`config.mk`:
```
export PLATFORM = sky130hd
export DESIGN_NAME = irq_dest_resolver
export DESIGN_NICKNAME = d
export VERILOG_FILES = /design/src/rtl/irq_dest_pkg.sv /design/src/rtl/ird_unit_table.sv /design/src/rtl/ird_unit_match.sv /design/src/rtl/ird_lowest_pick.sv /design/src/rtl/irq_dest_resolver.sv
export SDC_FILE = /design/constraint.sdc
export NUM_CORES = 1
export LEC_CHECK = 0
export BUFFER_PORTS_ARGS = -buffer_cell sky130_fd_sc_hd__buf_2
export CORE_AREA = 8 8 151 153
export DETAILED_ROUTE_END_ITERATION = 8
export DIE_AREA = 0 0 159 161
export SETUP_SLACK_MARGIN = 0.1
export SLEW_MARGIN = 5
export SYNTH_ARGS = -nofsm -noshare
export SYNTH_HDL_FRONTEND = slang
export SYNTH_HIERARCHICAL = 1
export SYNTH_SLANG_ARGS = --single-unit
```
`constraint.sdc`:
```
create_clock -name clk -period 2.5 [get_ports clk]
set_clock_uncertainty 0.15 [all_clocks]
set_input_delay 0.125 -clock clk [delete_from_list [all_inputs] [get_ports clk]]
set_output_delay 0.125 -clock clk [all_outputs]
set_load 0.005 [all_outputs]
```
`src/rtl/irq_dest_pkg.sv`:
```
// Package: shared types and code values for the destination resolver.
// Assumes 8-bit destination bytes and 4-bit addressing-model codes.
package irq_dest_pkg;

    localparam logic [7:0] BCAST_ID      = 8'hFF;
    localparam logic [3:0] MODEL_FLAT    = 4'hF;
    localparam logic [3:0] MODEL_CLUSTER = 4'h0;

    typedef enum logic [1:0] {
        SH_FIELDS   = 2'd0,
        SH_SELF     = 2'd1,
        SH_ALL      = 2'd2,
        SH_ALL_BUT  = 2'd3
    } shorthand_e;

    typedef struct packed {
        logic       present;
        logic [7:0] phys_id;
        logic [7:0] log_byte;
        logic [3:0] model;
    } unit_entry_t;

endpackage

```
`src/rtl/ird_unit_table.sv`:
```
// Module: per-unit table of addressing attributes, one write port,
// all entries visible in parallel. Assumes N_UNITS >= 2.
module ird_unit_table
    import irq_dest_pkg::*;
#(
    parameter int N_UNITS = 8,
    localparam int IDX_W = $clog2(N_UNITS)
) (
    input  logic                      clk,
    input  logic                      rst_n,
    input  logic                      we,
    input  logic [IDX_W-1:0]          widx,
    input  unit_entry_t               wentry,
    output unit_entry_t [N_UNITS-1:0] entries
);

    unit_entry_t [N_UNITS-1:0] tbl_q;

    // Table storage: cleared on reset, one entry replaced per write.
    always_ff @(posedge clk) begin
        if (!rst_n) begin
            tbl_q <= '0;
        end else if (we && (int'(widx) < N_UNITS)) begin
            tbl_q[widx] <= wentry;
        end
    end

    assign entries = tbl_q;

    // a write lands in the addressed entry
    p_write_lands_r12: assert property (@(posedge clk) disable iff (!rst_n)
        (we && (int'(widx) < N_UNITS)) |=> (entries[$past(widx)] == $past(wentry)));

endmodule

```
`src/rtl/ird_unit_match.sv`:
```
// Module: decides whether one unit matches the destination byte in
// physical or logical mode. Pure combinational; ignores shorthand.
module ird_unit_match
    import irq_dest_pkg::*;
(
    input  unit_entry_t entry,
    input  logic [7:0]  dest,
    input  logic        logical,
    output logic        hit
);

    logic flat_hit;
    logic clus_hit;
    logic phys_hit;

    // Per-mode compares against this unit's attributes.
    always_comb begin
        phys_hit = (dest == BCAST_ID) || (dest == entry.phys_id);
        flat_hit = (entry.model == MODEL_FLAT) && ((dest & entry.log_byte) != 8'h00);
        clus_hit = (entry.model == MODEL_CLUSTER)
                && (dest[7:4] == entry.log_byte[7:4])
                && ((dest[3:0] & entry.log_byte[3:0]) != 4'h0);
        hit = entry.present && (logical ? (flat_hit || clus_hit) : phys_hit);
    end

endmodule

```
`src/rtl/ird_lowest_pick.sv`:
```
// Module: finds the lowest-indexed set bit of a mask.
// idx is 0 when the mask is empty; any reports a nonempty mask.
module ird_lowest_pick #(
    parameter int N_UNITS = 8,
    localparam int IDX_W = $clog2(N_UNITS)
) (
    input  logic [N_UNITS-1:0] mask,
    output logic               any,
    output logic [IDX_W-1:0]   idx
);

    // Priority scan from the top so the lowest set bit wins.
    always_comb begin
        idx = '0;
        for (int i = N_UNITS - 1; i >= 0; i--) begin
            if (mask[i]) idx = IDX_W'(i);
        end
        any = |mask;
    end

endmodule

```
`src/rtl/irq_dest_resolver.sv`:
```
// Module: top of the destination resolver. Registers the request,
// resolves the target mask combinationally from the registered fields
// and the unit table, and picks a lowest-priority target.
// Assumes N_UNITS >= 2; the result belongs to the cycle after capture.
module irq_dest_resolver
    import irq_dest_pkg::*;
#(
    parameter int N_UNITS = 8,
    localparam int IDX_W = $clog2(N_UNITS)
) (
    input  logic               clk,
    input  logic               rst_n,
    input  logic               tbl_we,
    input  logic [IDX_W-1:0]   tbl_idx,
    input  logic               tbl_present,
    input  logic [7:0]         tbl_phys_id,
    input  logic [7:0]         tbl_log_byte,
    input  logic [3:0]         tbl_model,
    input  logic               req_valid,
    input  logic [7:0]         req_dest,
    input  logic               req_logical,
    input  logic [1:0]         req_short,
    input  logic [IDX_W-1:0]   req_self,
    input  logic               req_lowpri,
    output logic               res_valid,
    output logic [N_UNITS-1:0] tgt_mask,
    output logic               one_valid,
    output logic [IDX_W-1:0]   one_idx
);

    unit_entry_t [N_UNITS-1:0] entries;
    unit_entry_t               wentry;
    logic [N_UNITS-1:0]        field_mask;
    logic [N_UNITS-1:0]        present_vec;
    logic [N_UNITS-1:0]        self_oh;
    logic                      pick_any;

    logic [7:0]       dest_q;
    logic             logical_q;
    shorthand_e       short_q;
    logic [IDX_W-1:0] self_q;
    logic             lowpri_q;
    logic             valid_q;

    assign wentry = '{present: tbl_present, phys_id: tbl_phys_id,
                      log_byte: tbl_log_byte, model: tbl_model};

    ird_unit_table #(.N_UNITS(N_UNITS)) u_table (
        .clk     (clk),
        .rst_n   (rst_n),
        .we      (tbl_we),
        .widx    (tbl_idx),
        .wentry  (wentry),
        .entries (entries)
    );

    // One matcher per unit.
    generate
        for (genvar u = 0; u < N_UNITS; u++) begin : g_unit
            ird_unit_match u_match (
                .entry   (entries[u]),
                .dest    (dest_q),
                .logical (logical_q),
                .hit     (field_mask[u])
            );
            assign present_vec[u] = entries[u].present;
        end
    endgenerate

    // Request capture register; fields hold until the next request.
    always_ff @(posedge clk) begin
        if (!rst_n) begin
            dest_q    <= '0;
            logical_q <= 1'b0;
            short_q   <= SH_FIELDS;
            self_q    <= '0;
            lowpri_q  <= 1'b0;
            valid_q   <= 1'b0;
        end else begin
            valid_q <= req_valid;
            if (req_valid) begin
                dest_q    <= req_dest;
                logical_q <= req_logical;
                short_q   <= shorthand_e'(req_short);
                self_q    <= req_self;
                lowpri_q  <= req_lowpri;
            end
        end
    end

    // Shorthand selection, restricted to present units.
    always_comb begin
        self_oh = N_UNITS'(1) << self_q;
        unique case (short_q)
            SH_FIELDS:  tgt_mask = field_mask;
            SH_SELF:    tgt_mask = self_oh & present_vec;
            SH_ALL:     tgt_mask = present_vec;
            SH_ALL_BUT: tgt_mask = ~self_oh & present_vec;
            default:    tgt_mask = '0;
        endcase
    end

    ird_lowest_pick #(.N_UNITS(N_UNITS)) u_pick (
        .mask (tgt_mask),
        .any  (pick_any),
        .idx  (one_idx)
    );

    assign res_valid = valid_q;
    assign one_valid = valid_q && lowpri_q && pick_any;

    // result strobe follows a request by one cycle
    p_valid_follows_r2: assert property (@(posedge clk) disable iff (!rst_n)
        req_valid |=> res_valid);
    // no strobe without a request
    p_valid_quiet_r2: assert property (@(posedge clk) disable iff (!rst_n)
        !req_valid |=> !res_valid);
    // absent units never appear in the result
    p_absent_never_r10: assert property (@(posedge clk) disable iff (!rst_n)
        res_valid |-> ((tgt_mask & ~present_vec) == '0));
    // self shorthand names at most one unit
    p_self_single_r8: assert property (@(posedge clk) disable iff (!rst_n)
        (res_valid && short_q == SH_SELF) |-> ($countones(tgt_mask) <= 1));
    // all-but-self never names the sender
    p_excl_sender_r9: assert property (@(posedge clk) disable iff (!rst_n)
        (res_valid && short_q == SH_ALL_BUT) |-> !tgt_mask[self_q]);
    // the single target is a selected unit with nothing lower selected
    p_pick_lowest_r11: assert property (@(posedge clk) disable iff (!rst_n)
        one_valid |-> (tgt_mask[one_idx] &&
                       ((tgt_mask & ((N_UNITS'(1) << one_idx) - N_UNITS'(1))) == '0)));

endmodule

```
==> flow_metrics.tcl <==
set metrics [dict create \
    synth_top_area_share_pct 40.8 \
    clk_pin_slew_ns 0.07 \
    fin_setup_tns_ns -5.12 \
    cp.arrival_ns 2.85 \
    setup_slack_ns -0.628 \
    ys_types 49 \
    async_reset_ff_share_pct 0 \
    vias 7157 \
    pre_cts_ws_ns -0.276 \
    slew_headroom_pct 24.3 \
    synth.area.top_cells "dfxtp_1, mux2i_1, nand2_1" \
    power.density_nw_per_um2 582 \
    cts_buffers 17 \
    violations "setup timing" \
    max_freq_ghz 0.320 \
    startpoint_type "flop" \
    grt_pass1_vias 7300 \
    syn_avg_cell_area_um2 9.72 \
    fin_util_pct 55.3 \
    drt_drc_violations_left 0 \
    fin_crit_ns 3.13 \
    critPathMaxFanout 7 \
    io_buffers 55 \
    cap_violations 0 \
    antenna_found_initial 0 \
    cts_root_buf "clkbuf_16" \
    slew_viol_final 0 \
    hold_viol 0 \
    place.gp.congestion 0.859 \
    grt_max_degree 73 \
    rsz0062_at_grt "true" \
    placed_cells 1263 \
    via_per_inst 5.38 \
    grt_remaining_overflow 0 \
    areaGrowthSynthToFinish_pct 25.9 \
    synthCells 928 \
    synth-edff-count 0 \
    yosys_register_bits 184 \
    worstPathRequired_ns 2.23 \
    num_antenna_cells 0 \
    hpwl_um 17100 \
    status "finished, violations left" \
    start_util_pct 43.9 \
    ir_drop_mv 0.336 \
    yosysWarnings 6 \
    path_class "flop to output pin" \
    core_region_area_um2 20600 \
    rows 53 \
    crit_path_end_kind "output pin" \
    wire_per_inst_um 19.9 \
    nNetsFinal 1119 \
    synth_nets 1003 \
    drt_iter0_drc 500 \
    synth_area_um2 9020 \
    cts_tree "yes" \
    synth_ff_type "dfxtp_1" \
    track_usage_pct 20.3 \
    cts_sinks 184 \
    yosys.area.top_type "dfxtp_1" \
    ys_seq_area_share_pct 40.8 \
    p_leak_uw 0.00554 \
    drtPass1Iterations 5 \
    min_period_over_period_pct 125 \
    die_h_um 161 \
    synth_commonest_cells "nand2_1, mux2i_1, dfxtp_1" \
    drtAntennaViolNets 0 \
    tightest_slew_ns 1.13 \
    pin_count 56 \
    grt_pass1_wl_um 41200 \
    finalSetupViolCount 12 \
    die_w_um 159 \
    fin_cells 1331 \
    clock_latency_ns 0.42 \
    die-area_um2 25600 \
    cts_buffer_depth 2 \
    finalWirelength_um 26500 \
    hold_path_class "input port to flop" \
    drive_above_1_share_pct 24.3 \
    synth_most_common_cell "nand2_1" \
    htree_num_levels 4 \
]
-- area by class of cell --
cell class	instances	area (um^2)
Fill cell	1806	9200
Multi-Input combinational cell	689	5550
Sequential cell	184	3710
Timing Repair Buffer	150	1180
Clock buffer	20	457
Tap cell	275	344
Clock inverter	11	110
Inverter	2	7.51
-- flip-flops by register name, indices dropped and copies added, names as in the netlist --
name and flops:
u_table/entries 168, dest_q 8, res_valid 1, self_q 3, logical_q 1, lowpri_q 1, short_q 2
-- metal layers --
metal	track usage (%)	part of all wire, %	vias to the layer above
met1	25.7	45	3492
met2	34.1	48	130
met5	0	0	-
met4	6.82	2.0	0
met3	3.74	4.3	26
li1	-	-	3509
-- final timing paths --
kind | startpoint | to | slack (ns) | cells past startpoint
max reg2reg | dest_q[3] | dest_q[3] | 1.13 | 3
max | dest_q[7] | one_idx[0] | -0.63 | 12
min | tbl_phys_id[2] | u_table/entries[56] | 0.01 | 3
min reg2reg | u_table/entries[7] | u_table/entries[7] | 0.31 | 2
-- metrics by stage --
step / hold slack (ns) / total power, uW / cell area (um^2)
2_1_floorplan: 0.103 / 3560 / 9060
3_3_place_gp: 0.237 / 3860 / 9820
3_5_place_dp: 0.244 / 3870 / 9820
4_1_cts: 0.00624 / 6590 / 11100
5_1_grt: 0.0415 / 6850 / 11400
6_report: 0.0106 / 6610 / 11400
-- cell usage in the layout, fill, tap and decap left out, types with 4 or more instances in the layout --
cell type      instances
o21ai_1                6
nand3_1                9
mux2i_1              188
buf_6                 21
ha_1                  21
nor3_1                 4
a311oi_2               7
dlygate4sd3_1         16
nand2b_1               4
nor2b_1               16
xor2_1                59
buf_12                 4
nand3b_1               9
buf_4                 60
clkbuf_16             17
inv_6                  5
a22oi_1               15
dfxtp_4                8
xor2_2                 5
nor4_4                 6
dfxtp_1              176
nor2_1                11
nor4_1                 6
nor4_2                21
ha_4                  11
buf_2                 48
nand2_1              203
a211oi_2               6
nand4_1               27
-- worst max-delay path, stage by stage, from the launching register on --
cell and delay [ns]:
dfxtp_4 0.42, buf_8 0.16, ha_4 0.21, nor4_4 0.27
buf_4 0.16, nand3_2 0.08, a311oi_2 0.28, nand2b_1 0.10
a21oi_2 0.18, a211o_4 0.16, a21oi_2 0.06, o41ai_2 0.20
buf_2 0.17
-- cell families after synthesis --
| group | count (synthesis) | share of synthesized area, % |
|---|---|---|
| and+or+nand+nor | 345 | 19.2 |
| muxes | 188 | 20.9 |
| DFF | 184 | 40.8 |
| xor gates and xnor gates | 64 | 6.21 |
| AOI/OAI and AO/OA | 60 | 4.70 |
| buffers and inverters | 55 | 3.80 |
| adders and majority gates | 32 | 4.44 |
-- repair_timing --
action                                 4_1_cts  5_1_grt
setup endpoints to repair                   12       12
hold buffers                                16        0
buffers inserted                            15        6
pin swaps                                   26       19
endpoints found under the hold margin       23        0
resized for setup                           71       41
-- where the power goes --
part | switching [uW] | internal (uW) | total (uW)
Combinational | 489 | 408 | 897
Clock | 1190 | 1440 | 2620
Sequential | 82.2 | 3000 | 3080
No activity file was read; power rests on OpenSTA's default activity.
